### src/rtl/fcspi_pkg.sv
package fcspi_pkg;

  typedef enum logic [1:0] {
    ST_IDLE  = 2'd0,
    ST_RUN   = 2'd1,
    ST_PAUSE = 2'd2,
    ST_TRAIL = 2'd3
  } fc_state_e;

  // system clocks in each half of a serial clock period
  function automatic int half_period(input int div);
    return div / 2;
  endfunction

  // width of the phase counter that walks one serial clock period
  function automatic int phase_width(input int div);
    return (div > 2) ? $clog2(div) : 1;
  endfunction

  // width of a counter that indexes the bits of one byte
  function automatic int bit_index_width(input int w);
    return (w > 2) ? $clog2(w) : 1;
  endfunction

  // rising edges in a closed frame of n bytes of w bits
  function automatic int frame_rises(input int n, input int w);
    return n * w + 1;
  endfunction

endpackage

### src/rtl/fcspi_sck_gen.sv
module fcspi_sck_gen #(
  parameter int CLK_DIV = 4
) (
  input  logic clk,
  input  logic rst_n,
  input  logic run,
  output logic sck,
  output logic rise_stb,
  output logic fall_stb,
  output logic end_stb
);
  import fcspi_pkg::*;

  localparam int HALF  = half_period(CLK_DIV);
  localparam int CNT_W = phase_width(CLK_DIV);

  logic [CNT_W-1:0] phase;

  assign rise_stb = run && (phase == '0);
  assign fall_stb = run && (phase == CNT_W'(HALF));
  assign end_stb  = run && (phase == CNT_W'(CLK_DIV - 1));

  always_ff @(posedge clk or negedge rst_n) begin
    if (!rst_n) begin
      phase <= '0;
    end else if (!run) begin
      phase <= '0;
    end else if (end_stb) begin
      phase <= '0;
    end else begin
      phase <= phase + 1'b1;
    end
  end

  always_ff @(posedge clk or negedge rst_n) begin
    if (!rst_n) begin
      sck <= 1'b0;
    end else if (rise_stb) begin
      sck <= 1'b1;
    end else if (fall_stb || !run) begin
      sck <= 1'b0;
    end
  end

  initial begin
    assert_div_even_R3 : assert ((CLK_DIV >= 2) && (CLK_DIV % 2 == 0))
      else $error("CLK_DIV must be even and at least 2");
  end

  generate
    if (HALF == 1) begin : g_fast
      assert_high_phase_R3 : assert property (@(posedge clk) disable iff (!rst_n)
        $rose(sck) |=> $fell(sck));
    end else begin : g_slow
      assert_high_phase_R3 : assert property (@(posedge clk) disable iff (!rst_n)
        $rose(sck) |=> sck);
    end
  endgenerate

endmodule

### src/rtl/fcspi_tx_shift.sv
module fcspi_tx_shift #(
  parameter int W = 8
) (
  input  logic         clk,
  input  logic         rst_n,
  input  logic         load,
  input  logic [W-1:0] load_data,
  input  logic         shift_stb,
  output logic         mosi
);

  logic [W-1:0] txsh;

  always_ff @(posedge clk or negedge rst_n) begin
    if (!rst_n) begin
      txsh <= '0;
      mosi <= 1'b0;
    end else if (load) begin
      txsh <= load_data;
    end else if (shift_stb) begin
      mosi <= txsh[W-1];
      txsh <= {txsh[W-2:0], 1'b0};
    end
  end

endmodule

### src/rtl/fcspi_rx_align.sv
module fcspi_rx_align #(
  parameter int W = 8
) (
  input  logic         clk,
  input  logic         rst_n,
  input  logic         frame_start,
  input  logic         cap_stb,
  input  logic         miso,
  output logic         rx_valid_o,
  output logic [W-1:0] rx_data_o
);
  import fcspi_pkg::*;

  localparam int BW = bit_index_width(W);

  logic          skip_first;
  logic [W-2:0]  rxsh;
  logic [BW-1:0] bitc;
  logic          take_bit;
  logic          byte_full;

  assign take_bit  = cap_stb && !skip_first;
  assign byte_full = take_bit && (bitc == BW'(W - 1));

  always_ff @(posedge clk or negedge rst_n) begin
    if (!rst_n) begin
      skip_first <= 1'b0;
      rxsh       <= '0;
      bitc       <= '0;
      rx_valid_o <= 1'b0;
      rx_data_o  <= '0;
    end else begin
      rx_valid_o <= 1'b0;
      if (frame_start) begin
        skip_first <= 1'b1;
        bitc       <= '0;
      end else if (cap_stb) begin
        if (skip_first) begin
          skip_first <= 1'b0;
        end else begin
          rxsh <= {rxsh[W-3:0], miso};
          if (byte_full) begin
            rx_valid_o <= 1'b1;
            rx_data_o  <= {rxsh, miso};
            bitc       <= '0;
          end else begin
            bitc <= bitc + 1'b1;
          end
        end
      end
    end
  end

  assert_rx_single_R6 : assert property (@(posedge clk) disable iff (!rst_n)
    rx_valid_o |=> !rx_valid_o);

  assert_rx_on_fall_R5 : assert property (@(posedge clk) disable iff (!rst_n)
    rx_valid_o |-> $past(cap_stb));

endmodule

### src/rtl/fcspi_master.sv
module fcspi_master #(
  parameter int CLK_DIV = 4,
  parameter int W       = 8
) (
  input  logic         clk,
  input  logic         rst_n,
  input  logic         tx_valid,
  output logic         tx_ready,
  input  logic [W-1:0] tx_data,
  input  logic         tx_hold,
  output logic         rx_valid,
  output logic [W-1:0] rx_data,
  output logic         sck,
  output logic         cs_n,
  output logic         mosi,
  input  logic         miso
);
  import fcspi_pkg::*;

  localparam int BW = bit_index_width(W);

  fc_state_e     state;
  logic [BW-1:0] cyc;
  logic          hold_q;

  logic accept;
  logic frame_start;
  logic run;
  logic rise_stb;
  logic fall_stb;
  logic end_stb;
  logic launch_stb;
  logic byte_end;

  assign tx_ready    = (state == ST_IDLE) || (state == ST_PAUSE);
  assign accept      = tx_valid && tx_ready;
  assign frame_start = accept && (state == ST_IDLE);
  assign run         = (state == ST_RUN) || (state == ST_TRAIL);
  assign launch_stb  = rise_stb && (state == ST_RUN);
  assign byte_end    = end_stb && (state == ST_RUN) && (cyc == BW'(W - 1));

  fcspi_sck_gen #(.CLK_DIV(CLK_DIV)) u_sck (
    .clk      (clk),
    .rst_n    (rst_n),
    .run      (run),
    .sck      (sck),
    .rise_stb (rise_stb),
    .fall_stb (fall_stb),
    .end_stb  (end_stb)
  );

  fcspi_tx_shift #(.W(W)) u_tx (
    .clk       (clk),
    .rst_n     (rst_n),
    .load      (accept),
    .load_data (tx_data),
    .shift_stb (launch_stb),
    .mosi      (mosi)
  );

  fcspi_rx_align #(.W(W)) u_rx (
    .clk         (clk),
    .rst_n       (rst_n),
    .frame_start (frame_start),
    .cap_stb     (fall_stb),
    .miso        (miso),
    .rx_valid_o  (rx_valid),
    .rx_data_o   (rx_data)
  );

  always_ff @(posedge clk or negedge rst_n) begin
    if (!rst_n) begin
      state  <= ST_IDLE;
      cyc    <= '0;
      hold_q <= 1'b0;
      cs_n   <= 1'b1;
    end else begin
      case (state)
        ST_IDLE: begin
          if (accept) begin
            state  <= ST_RUN;
            cs_n   <= 1'b0;
            hold_q <= tx_hold;
            cyc    <= '0;
          end
        end
        ST_PAUSE: begin
          if (accept) begin
            state  <= ST_RUN;
            hold_q <= tx_hold;
            cyc    <= '0;
          end
        end
        ST_RUN: begin
          if (byte_end) begin
            state <= hold_q ? ST_PAUSE : ST_TRAIL;
            cyc   <= '0;
          end else if (end_stb) begin
            cyc <= cyc + 1'b1;
          end
        end
        ST_TRAIL: begin
          if (end_stb) begin
            state <= ST_IDLE;
            cs_n  <= 1'b1;
          end
        end
        default: state <= ST_IDLE;
      endcase
    end
  end

  assert_sck_idle_R1 : assert property (@(posedge clk) disable iff (!rst_n)
    cs_n |-> !sck);

  assert_cs_setup_R2 : assert property (@(posedge clk) disable iff (!rst_n)
    $rose(sck) |-> !$past(cs_n));

  assert_mosi_on_rise_R4 : assert property (@(posedge clk) disable iff (!rst_n)
    !$stable(mosi) |-> $rose(sck));

  assert_pause_quiet_R7 : assert property (@(posedge clk) disable iff (!rst_n)
    (state == ST_PAUSE) |-> (!cs_n && !sck));

  assert_ready_drop_R10 : assert property (@(posedge clk) disable iff (!rst_n)
    (tx_valid && tx_ready) |=> !tx_ready);

endmodule

### config.mk
export PLATFORM = sky130hd
export DESIGN_NAME = fcspi_master
export DESIGN_NICKNAME = d
export VERILOG_FILES = /design/src/rtl/fcspi_pkg.sv /design/src/rtl/fcspi_sck_gen.sv /design/src/rtl/fcspi_tx_shift.sv /design/src/rtl/fcspi_rx_align.sv /design/src/rtl/fcspi_master.sv
export SDC_FILE = /design/constraint.sdc
export NUM_CORES = 1
export LEC_CHECK = 0
export ABC_AREA = 1
export BUFFER_PORTS_ARGS = -buffer_cell sky130_fd_sc_hd__buf_2
export CORE_MARGIN = 3
export CORE_UTILIZATION = 55
export CTS_CLUSTER_SIZE = 14
export DETAILED_ROUTE_END_ITERATION = 10
export PLACE_DENSITY = 0.83
export SYNTH_ARGS = -nofsm -noshare
export SYNTH_HDL_FRONTEND = slang
export SYNTH_HIERARCHICAL = 1
export SYNTH_SLANG_ARGS = --single-unit
### constraint.sdc
create_clock -name clk -period 3.6 [get_ports clk]
set_input_delay 0.18 -clock clk [delete_from_list [all_inputs] [get_ports clk]]
set_output_delay 0.18 -clock clk [all_outputs]
set_load 0.05 [all_outputs]
==> results.md, run 1 <==
- Outcome: completed
- Die area: roughly 0.0041 mm2
- Mapped Area: 0.00184 mm2
- Post-synth net total: 225
- GRT Util Overall: 0.169
- Clock sink count: 39
- CP bufs+invs: 2
- Most used cell, CP: nand2_1
- GR peak layer: met2
- CP delay by family, top: buffers and inverters
- CTS buffer count: 5
- VDD IR-drop max: 493 uV
- Fillers: about 240
- Worst path cell trace: inv_1, ha_1, nand2_1, inv_1, nand2_2, nand2_1, nand2_1
- Critical Path Sink Type: flip-flop
- Hold_sp: tx_data[0]
- Leakage: approximately 0.0012 uW
- Slew Limit Fails: 0
- Max-Cap Viols: 0
- CTS clk-pin slew, worst paths: 0.11 ns
- Wire per inst: between 10 and 15 um
- Die H: ~64 um
- Seq. cell area: 977 um2
- Critical Path RT: around 3.9 ns
- Met3 usage in global routing: 0.0475
- Crit-path max FO: 22
- DP HPWL: roughly 2300 um
- Setup bufs post-CTS: 0
- Largest net degree at the start of global routing: 40
- Power Density: roughly 670 mW/mm2
- Initial Util: 0.587
- Final Wtd Congestion: 0.819
- Vias in the first global route: 1246
- Root Buffer: clkbuf_4
- Gate power share: 0.312
- Multi-input logic area: 731 um2
- Count of cell types in the netlist: 23
- First-pass GRT wire length: 5360 um
- Clock power share: 0.257
- Drt via density: 5.07
- Area of the core: 0.00313 mm2
- R2R Path Start: u_sck/phase[0]
- IO Port Bufs: 25
- Slowest cell on crit path: inv_1
- Skew final: 0.00757 ns
- Met2 usage: 0.262
- Sw Share: 0.369
- Crit path DAT: 1.92 ns
- Area growth from synthesis to layout: 13.6%
- #FFs+latches synth: 39
- Hold Buf Count CTS: 1
- Htree depth: 2
- Worst Setup SP: u_sck/phase[0]
- Clock buffer depth: 2
- Core Rows: 20
- Worst path max stage delay: 0.49 ns
- Antenna Violating Nets Remaining: 0
- Setup violators final: 0
- Switch Pwr: between 500 and 600 uW
- First-iteration detailed-routing DRC count: 110
- Post-synthesis sequential area ratio: 0.532
- Worst-Margin Slew: 0.822 ns
- Slew margin rel.: 0.452
- Final Critical Period: 1.68 ns
- GRT met1 Usage: 0.219
- Nets: ~250
- Post-route setup slack: around 1.9 ns
- Ant. Diodes: 0
- Vias post-DR: 1398
- Final Core Density: 0.667
- Post-Synthesis Mean Instance Area: 8.95 um2
- Final period util: 0.466
- Drt drc: 0
- Worst skew pair latency: around 0.35 ns
- TritonCTS clock tree: done
- Worst slack, placed: roughly 1.9 ns
- CTS resizes: 0
- I/O pin count: 26
- Post-Route Setup TNS: 0 ns
- RSZ-0062 raised after global routing: false
- Yosys warnings: 6
- GRT Residual Overflow: 0
- Die Span X: 63.8 um
- Hold Fails Final Rpt: 0
- Reg power frac: 0.431
- DRT Pass-1 Iters: 4
- Critical path startpoint category: flip-flop
- Layout cell share with drive strength beyond 1: 0.203
- Power Internal: ~880 uW
- WL final: 3180 um
- Synth Instances: 205
- Hold Crit Class: input pin to flip-flop
- Fmax: 596 MHz
- Initial antenna violation count: 0
- Placed cells: roughly 270
- CP Class: flip-flop to flip-flop
- Final std cells w/o fill: 276
-- sequential cells by signal, indices dropped and copies added (netlist names) --
name and flops:
u_sck/phase 2, u_rx/rx_valid_o 1, state 2, u_rx/bitc 3, hold_q 1, u_tx/txsh 8
u_tx/mosi 1, cs_n 1, u_rx/rx_data_o 8, u_rx/rxsh 7, cyc 3, u_rx/skip_first 1
u_sck/sck 1
-- cells in the final DEF, fill, tap and decap left out, drive strengths merged, types with 2 or more instances in the layout --
cell / n
nand2: 74
dfrtp: 38
nand3: 31
buf: 26
inv: 20
nand4: 12
ha: 7
o21ai: 6
clkbuf: 5
nor2: 5
bufinv: 2
-- per-stage QoR --
step	cell area [um2]	power, uW	hold slack (ns)
after global placement	1970	1030	0.321
final	2090	1390	0.0274
after floorplan	1840	963	-0.116
after detailed placement	1970	1040	0.320
after global routing	2090	1490	0.0399
after CTS	2090	1400	0.0213
-- logic make-up (layout without fill, tap and decap cells) --
group,Yosys count,count (layout),synth area share
flip-flops,39,39,0.532
buffers and inverters,28,55,0.0695
AND/OR/NAND/NOR,123,123,0.323
adder cells (fa/ha/maj),7,7,0.0477
AO/OA/AOI/OAI,8,8,0.0273
-- final timing paths --
check	cells after the start	to	slack [ns]
max	7	u_rx/rxsh[6]	1.92
min	3	u_tx/txsh[0]	0.03
max reg2reg	7	u_rx/rxsh[6]	1.92
min reg2reg	2	u_tx/mosi	0.49
max in group asynchronous	2	u_rx/rxsh[5]	2.63
min in group asynchronous	2	u_tx/txsh[2]	0.46
-- tightest hold or removal path: cells and delay by family --
family	cells	cell delay [ns]
buffers and inverters	1	0.07
AND/OR/NAND/NOR	2	0.10
-- metal layers --
layer,share of wire,up-vias
li1,-,718
met1,0.49,650
met2,0.46,23
met3,0.035,7
met4,0.021,0
met5,0,-
-- power by group through the flow --
stage / sequential, uW / clock (uW) / combinational (uW)
CTS: 599 / 365 / 439
global placement: 602 / 0 / 425
finish: 600 / 358 / 434
detailed placement: 607 / 0 / 436
floorplan: 621 / 0 / 342
global route: 612 / 384 / 493
-- cell type report --
cell class	instances	share of cell area
Timing Repair Buffer	27	0.0684
Inverter	20	0.0360
Multi-Input combinational cell	138	0.350
Clock buffer	5	0.0180
Tap cell	44	0.0264
Clock inverter	3	0.0324
Sequential cell	39	0.469
-- Yosys cell counts --
cell type / number / area, um2
nand3_4: 1 / 17.5
o21ai_1: 3 / 15.0
nor2_1: 3 / 11.3
and3_2: 1 / 7.51
nor2_8: 1 / 20.0
buf_4: 3 / 22.5
nand4_1: 12 / 75.1
dfrtp_1: 38 / 951
buf_6: 1 / 11.3
nand2_2: 3 / 18.8
clkbuf_1: 1 / 3.75
inv_2: 2 / 7.51
nand2_1: 69 / 259
dfstp_2: 1 / 26.3
ha_1: 7 / 87.6
buf_2: 3 / 15.0
o22ai_2: 1 / 12.5
nand3_1: 30 / 150
nor2_4: 1 / 11.3
o21ai_0: 3 / 15.0
inv_1: 18 / 67.6
nand2_4: 2 / 22.5
o31ai_1: 1 / 7.51
(Power assumes the default switching activity.)
==> inputs of run 2 (changes only) <==
- clock period: 3.6 -> 1.7 ns (I/O delays scaled with it)
==> run 2 against run 1 <==
Net effect:
- non-clock buffer count up 14
- clock-buffer cell count is the same
- clock skew is 0.0023 ns lower
- clock power up 72%
- sequential power grew 110%
- die area did not move
- worst setup slack got worse by 1.7 ns
- via count is 5.9% higher
- largest power group unchanged
==> results.md, run 2 (synthesis gave the netlist of run 1 again) <==
- Outcome: completed
- Drt via density: 5.10
- Area growth from synthesis to layout: 20.8%
- Crit path DAT: between 1.5 and 2 ns
- Vias post-DR: 1480
- CTS resizes: 0
- Slew margin rel.: 0.694
- WL final: between 3000 and 4000 um
- Hold Crit Class: input pin to flip-flop
- Critical Path Sink Type: flip-flop
- Leakage: 0.00123 uW
- Max-Cap Viols: 0
- Ant. Diodes: 0
- IO Port Bufs: 25
- Final Wtd Congestion: 0.794
- Placed cells: between 200 and 300
- Clock power share: 0.213
- Fmax: 695 MHz
- Area of the core: 0.00313 mm2
- GRT Util Overall: 0.188
- Fillers: roughly 230
- Root Buffer: clkbuf_4
- Worst-Margin Slew: 0.459 ns
- Drt drc: 0
- Clock sink count: 39
- Hold Buf Count CTS: 11
- Die H: ~64 um
- Final Critical Period: 1.44 ns
- Clock buffer depth: 2
- Sw Share: 0.387
- Largest net degree at the start of global routing: 23
- First-iteration detailed-routing DRC count: between 80 and 90
- Die Span X: ~64 um
- GRT Residual Overflow: 0
- First-pass GRT wire length: 6040 um
- Worst reg2reg setup slack: 0.26 ns
- Most frequent cells in the layout: 69 x nand2_1, 38 x dfrtp_1, 30 x nand3_1, 25 x buf_2, 18 x inv_1
- Initial antenna violation count: 0
- Reg power frac: 0.431
- Wire per inst: 12.2 um
- Core Rows: 20
- Crit-path max FO: 20
- I/O pin count: 26
- Post-Route Setup TNS: 0 ns
- Power Density: between 1000 and 1500 mW/mm2
- Final std cells w/o fill: 290
- Htree depth: 2
- CTS clk-pin slew, worst paths: 0.11 ns
- Hold Fails Final Rpt: 0
- Die area: 0.00407 mm2
- Switch Pwr: 1120 uW
- Power Internal: 1780 uW
- Critical Path RT: 1.95 ns
- Initial Util: 0.587
- VDD IR-drop max: 829 uV
- Skew final: 0.00523 ns
- Largest regs: u_rx/rx_data_o x8, u_tx/txsh x8, u_rx/rxsh x7
- TritonCTS clock tree: done
- Vias in the first global route: 1379
- Layout cell share with drive strength beyond 1: 0.207
- Commonest non-fill, non-tap cell in the layout: nand2_1
- DRT Pass-1 Iters: 4
- Setup bufs post-CTS: 0
- RSZ-0062 raised after global routing: false
- Setup violators final: 0
- Nets: 265
- Slew Limit Fails: 0
- CTS buffer count: 5
- Antenna Violating Nets Remaining: 0
- Gate power share: 0.356
- CP Class: flip-flop to flip-flop
- Critical path startpoint category: flip-flop
- DP HPWL: 2370 um
- Final period util: 0.846
- Worst skew pair latency: 0.35 ns
## run 2: cell types whose count changed in the layout (fill, tap and decap cells not counted), sizes merged
cell / change
buf: +4
dlygate4sd3: +10
clkinv: +2
bufinv: -1
clkinvlp: -1
## run 2: critical path: stages, from the launching register on
cell     delay [ns]
dfrtp_1        0.40
inv_2          0.09
nand2_4        0.11
nor2_1         0.07
nor2_1         0.11
buf_4          0.24
nand3_4        0.15
nand2_1        0.11
nand2_1        0.05
## run 2: path summary, 6_finish.rpt
check	startpoint	endpoint	cells after the start
hold reg to reg	u_rx/rx_data_o[4]	u_rx/rx_data_o[4]	2
max in group asynchronous	rst_n	u_rx/rxsh[2]	3
hold / removal	tx_valid	hold_q	4
min in group asynchronous	rst_n	u_tx/txsh[1]	2
setup reg to reg	state[0]	u_rx/rx_data_o[5]	8
setup / recovery	state[0]	u_rx/rx_data_o[5]	8
## run 2: per-layer routing
layer,GRT usage,share of wire
met4,0.0566,0.0068
met2,0.313,0.49
met3,0.0510,0.051
met5,0,0
met1,0.240,0.45
## run 2: final cells by class
class                           instances  area [um2]  share of cell area
Clock buffer                            5        37.5              0.0169
Clock inverter                          3        43.8              0.0198
Inverter                               20        75.1              0.0339
Multi-Input combinational cell        138         731               0.330
Sequential cell                        39         977               0.441
Tap cell                               44        55.1              0.0248
Timing Repair Buffer                   41         298               0.134
## run 2: power by group through the flow
stage                     sequential, uW  combinational, uW  clock, uW
after floorplan                     1320                723          0
after global placement              1260                980          0
after detailed placement            1260               1010          0
after CTS                           1250               1040        631
after global routing                1270               1150        690
final                               1250               1030        617
## run 2: per-stage QoR
step           hold slack [ns]  area, um2  utilization  total power, uW  setup WS [ns]
4_1_cts                 0.0572       2220        0.709             2920          0.265
5_1_grt                 0.0893       2220        0.709             3110          0.128
3_5_place_dp            0.0583       2030        0.648             2270          0.284
6_report                0.0580       2220        0.709             2900          0.262
3_3_place_gp            0.0593       2030        0.648             2240          0.354
2_1_floorplan           -0.211       1840            -             2040          0.270
==> inputs of run 3 (changes only) <==
- ABC_AREA: 1 -> 0
- clock period: 1.7 -> 1.39 ns (I/O delays scaled with it)
==> run 3 against run 2 <==
Net effect:
- clock skew increased by 0.0048 ns
- worst setup slack got worse by 0.53 ns
- sequential cell count unchanged
- synthesized cell count decreased by 33%
- first-iteration DRC count decreased by 51%
- cell area increased by 7.9%
- final cell count decreased by 16%
- core utilization increased by 6.2 points
- sequential share of layout area decreased by 3.1 points
- clock power decreased by 7.3%
- the flow now finishes with violations (setup timing)
==> results.md, run 3 <==
- Design Area, Final: 0.00239 mm2
- Worst reg2reg setup slack: -0.26 ns
- Crit path DAT: 1.88 ns
- DRT Pass-1 Iters: 5
- Leading post-synthesis cells by cell area: dfrtp_1 52%, mux2_4 8.3%, mux2i_1 5.0%
- Nets: 219
- Worst slack, placed: -0.245 ns
- Final Wtd Congestion: between 0.7 and 0.8
- Post-route setup slack: -0.264 ns
- Slew margin rel.: 0.683
- Vias post-DR: around 1200
- Mapped Area: 0.00181 mm2
- CP bufs+invs: 1
- CP Class: flip-flop to flip-flop
- Setup violators final: 29
- R2R Path Start: u_sck/phase[0]
- Post-synth net total: 158
- Worst Setup SP: u_sck/phase[0]
- Most frequent cells in the layout: 36 x dfrtp_1, 24 x buf_2, 19 x buf_4, 17 x mux2_4, 14 x nand2_1
- Worst skew pair latency: ~0.34 ns
- Outcome: finished, violations left
- Die area: 0.00402 mm2
- Worst path max stage delay: 0.41 ns
- Layout cell share with drive strength beyond 1: 0.472
- Synth Instances: 138
- GRT Util Overall: 0.203
- Number of flops mapped to enable cells by yosys: 0
- Count leader, synth: dfrtp_1
- #FFs+latches synth: 39
- Worst Hold Depth: 2
- Die H: 63.4 um
- First-iteration detailed-routing DRC count: just over 40
- Worst path cell trace: inv_2, ha_4, and2_4, nor3b_4, and2_4, mux2_4
- Largest regs: u_rx/rx_data_o x8, u_tx/txsh x8, u_rx/rxsh x7
- Fmax: 605 MHz
- Hold Crit Class: input pin to flip-flop
- Area growth from synthesis to layout: 32.0%
- Met3 WL: 156 um
- Worst hold path endpoint: state[0]
- DP HPWL: 2230 um
- Fillers: 208
- Largest net degree at the start of global routing: 40
- Yosys warnings: 6
- Worst-Margin Slew: 0.475 ns
- Crit-path max FO: 5
- Root Buffer: clkbuf_4
- Vias in the first global route: ~1400
- Initial Util: 0.584
- Htree depth: 2
- Count of cell types in the netlist: 34
- Critical Path RT: ~1.6 ns
- Hold_sp: tx_valid
- FF-to-FF path depth: 6
- I/O pin count: 26
- Met2 wire len: 1970 um
- Die Span X: 63.4 um
- WL final: 3710 um
- Ys flop type: dfrtp_1
- Critical Path Sink Type: flip-flop
- Initial antenna violation count: 0
- Critical path startpoint category: flip-flop
- Max-Cap Viols: 0
- Clock sink count: 39
- Antenna Violating Nets Remaining: 0
- Drt drc: 0
- Post-Synthesis Mean Instance Area: 13.1 um2
- CTS buffer count: 5
- Area leader, netlist: dfrtp_1
- Hold Fails Final Rpt: 0
- TritonCTS clock tree: done
- Post-synthesis sequential area ratio: 0.539
- Drt via density: approximately 5
- Skew final: ~0.01 ns
- Top Metal Used: met4
- Top cells by count, synth: 38 x dfrtp_1, 14 x nand2_1, 10 x mux2_4, 9 x mux2i_1
- Commonest non-fill, non-tap cell in the layout: dfrtp_1
- Power Density: 2320 mW/mm2
- RSZ-0062 raised after global routing: true
- WL met1: 1510 um
- Final period util: 1.19
- Clock buffer depth: 2
- Placed cell area: 0.00207 mm2
- Failing checks: setup timing
- Final Critical Period: 1.65 ns
- Wire per inst: 15.2 um
- CTS clk-pin slew, worst paths: 0.11 ns
- Top-area cell type share of the netlist area: 0.525
- IO Port Bufs: 25
- First-pass GRT wire length: roughly 6300 um
- CP delay by family, top: simple AND/OR/NAND/NOR gates
- Leakage: about 0.0012 uW
- Core Rows: 20
- Power Total: about 5600 uW
- VDD IR-drop max: 1170 uV
- Most used cell, CP: and2_4
- GRT Residual Overflow: 0
- Area of the core: 0.00310 mm2
- FFs w/ async S/R, synth: 1.00
- Slew Limit Fails: 0
- Slowest cell on crit path: dfrtp_1
- RR Endpoint: u_rx/rx_data_o[2]
-- run 3: cell count changes after synthesis, sizes merged, moves of 5 or more --
cell / previous run / this run
and2: 0 / 5
mux2: 0 / 17
nand2: 74 / 14
inv: 20 / 4
mux2i: 0 / 9
nand4: 12 / 0
nand3: 31 / 0
a21oi: 0 / 5
-- run 3: cell families (layout without fill, tap and decap cells) --
family / count (synthesis) / in the layout / synth area share
AO/OA/AOI/OAI: 19 / 19 / 0.0649
adder cells (fa/ha/maj): 7 / 7 / 0.0483
buffers and inverters: 10 / 70 / 0.0428
flip-flops: 39 / 39 / 0.539
multiplexers: 26 / 26 / 0.176
other: 0 / 1 / 0
AND/OR/NAND/NOR: 37 / 38 / 0.128
-- run 3: power breakdown --
group | internal (uW) | total (uW) | switching, uW
logic | 1620 | 3040 | 1420
clock network | 234 | 572 | 337
registers | 1600 | 1940 | 342
-- run 3: layer usage --
layer / GRT usage / vias to the layer above
met5: 0 / -
met4: 0.0889 / 0
met3: 0.0588 / 8
met2: 0.351 / 32
met1: 0.231 / 589
li1: - / 593
-- run 3: worst max-delay path by stage --
stage,depth (start not counted),to,slack (ns)
finish,6,u_rx/rx_data_o[2],-0.26
global route,6,u_rx/rx_data_o[3],-0.33
CTS,6,u_rx/rx_data_o[7],-0.24
detailed placement,6,u_rx/rx_data_o[2],-0.24
global placement,6,u_rx/rx_data_o[7],-0.20
floorplan,7,u_rx/rx_data_o[0],-0.45
-- run 3: layout make-up --
class                           count  area [um2]  share of cell area
Sequential cell                    39         980               0.410
Multi-Input combinational cell     90         848               0.355
Timing Repair Buffer               58         427               0.178
Clock inverter                      1        5.00             0.00209
Tap cell                           44        55.1              0.0230
Antenna cell                        1        2.50             0.00105
Clock buffer                        6        51.3              0.0214
Inverter                            5        23.8             0.00994
-- run 3: worst reg2reg max path, stage by stage, from the launching register on --
cell     delay [ns]
dfrtp_1        0.41
inv_2          0.08
ha_4           0.13
and2_4         0.14
nor3b_4        0.24
and2_4         0.24
mux2_4         0.31
-- run 3: metrics by stage --
stage | setup TNS [ns] | util | cells | hold slack [ns]
4_1_cts | -4.91 | 0.758 | 240 | 0.0295
3_5_place_dp | -4.43 | 0.668 | 219 | 0.143
2_1_floorplan | -5.25 | - | 138 | -0.226
3_3_place_gp | -3.34 | 0.668 | 219 | 0.137
6_report | -5.54 | 0.771 | 244 | 0.0423
5_1_grt | -7.62 | 0.770 | 243 | 0.0344
-- run 3: timing repair --
item	in CTS	in global routing
pin swaps	3	1
gates resized for setup	19	9
gates cloned	1	0
buffers inserted	3	4
endpoints found under the setup margin	30	31
endpoints found under the hold margin	49	0
hold buffers	11	0
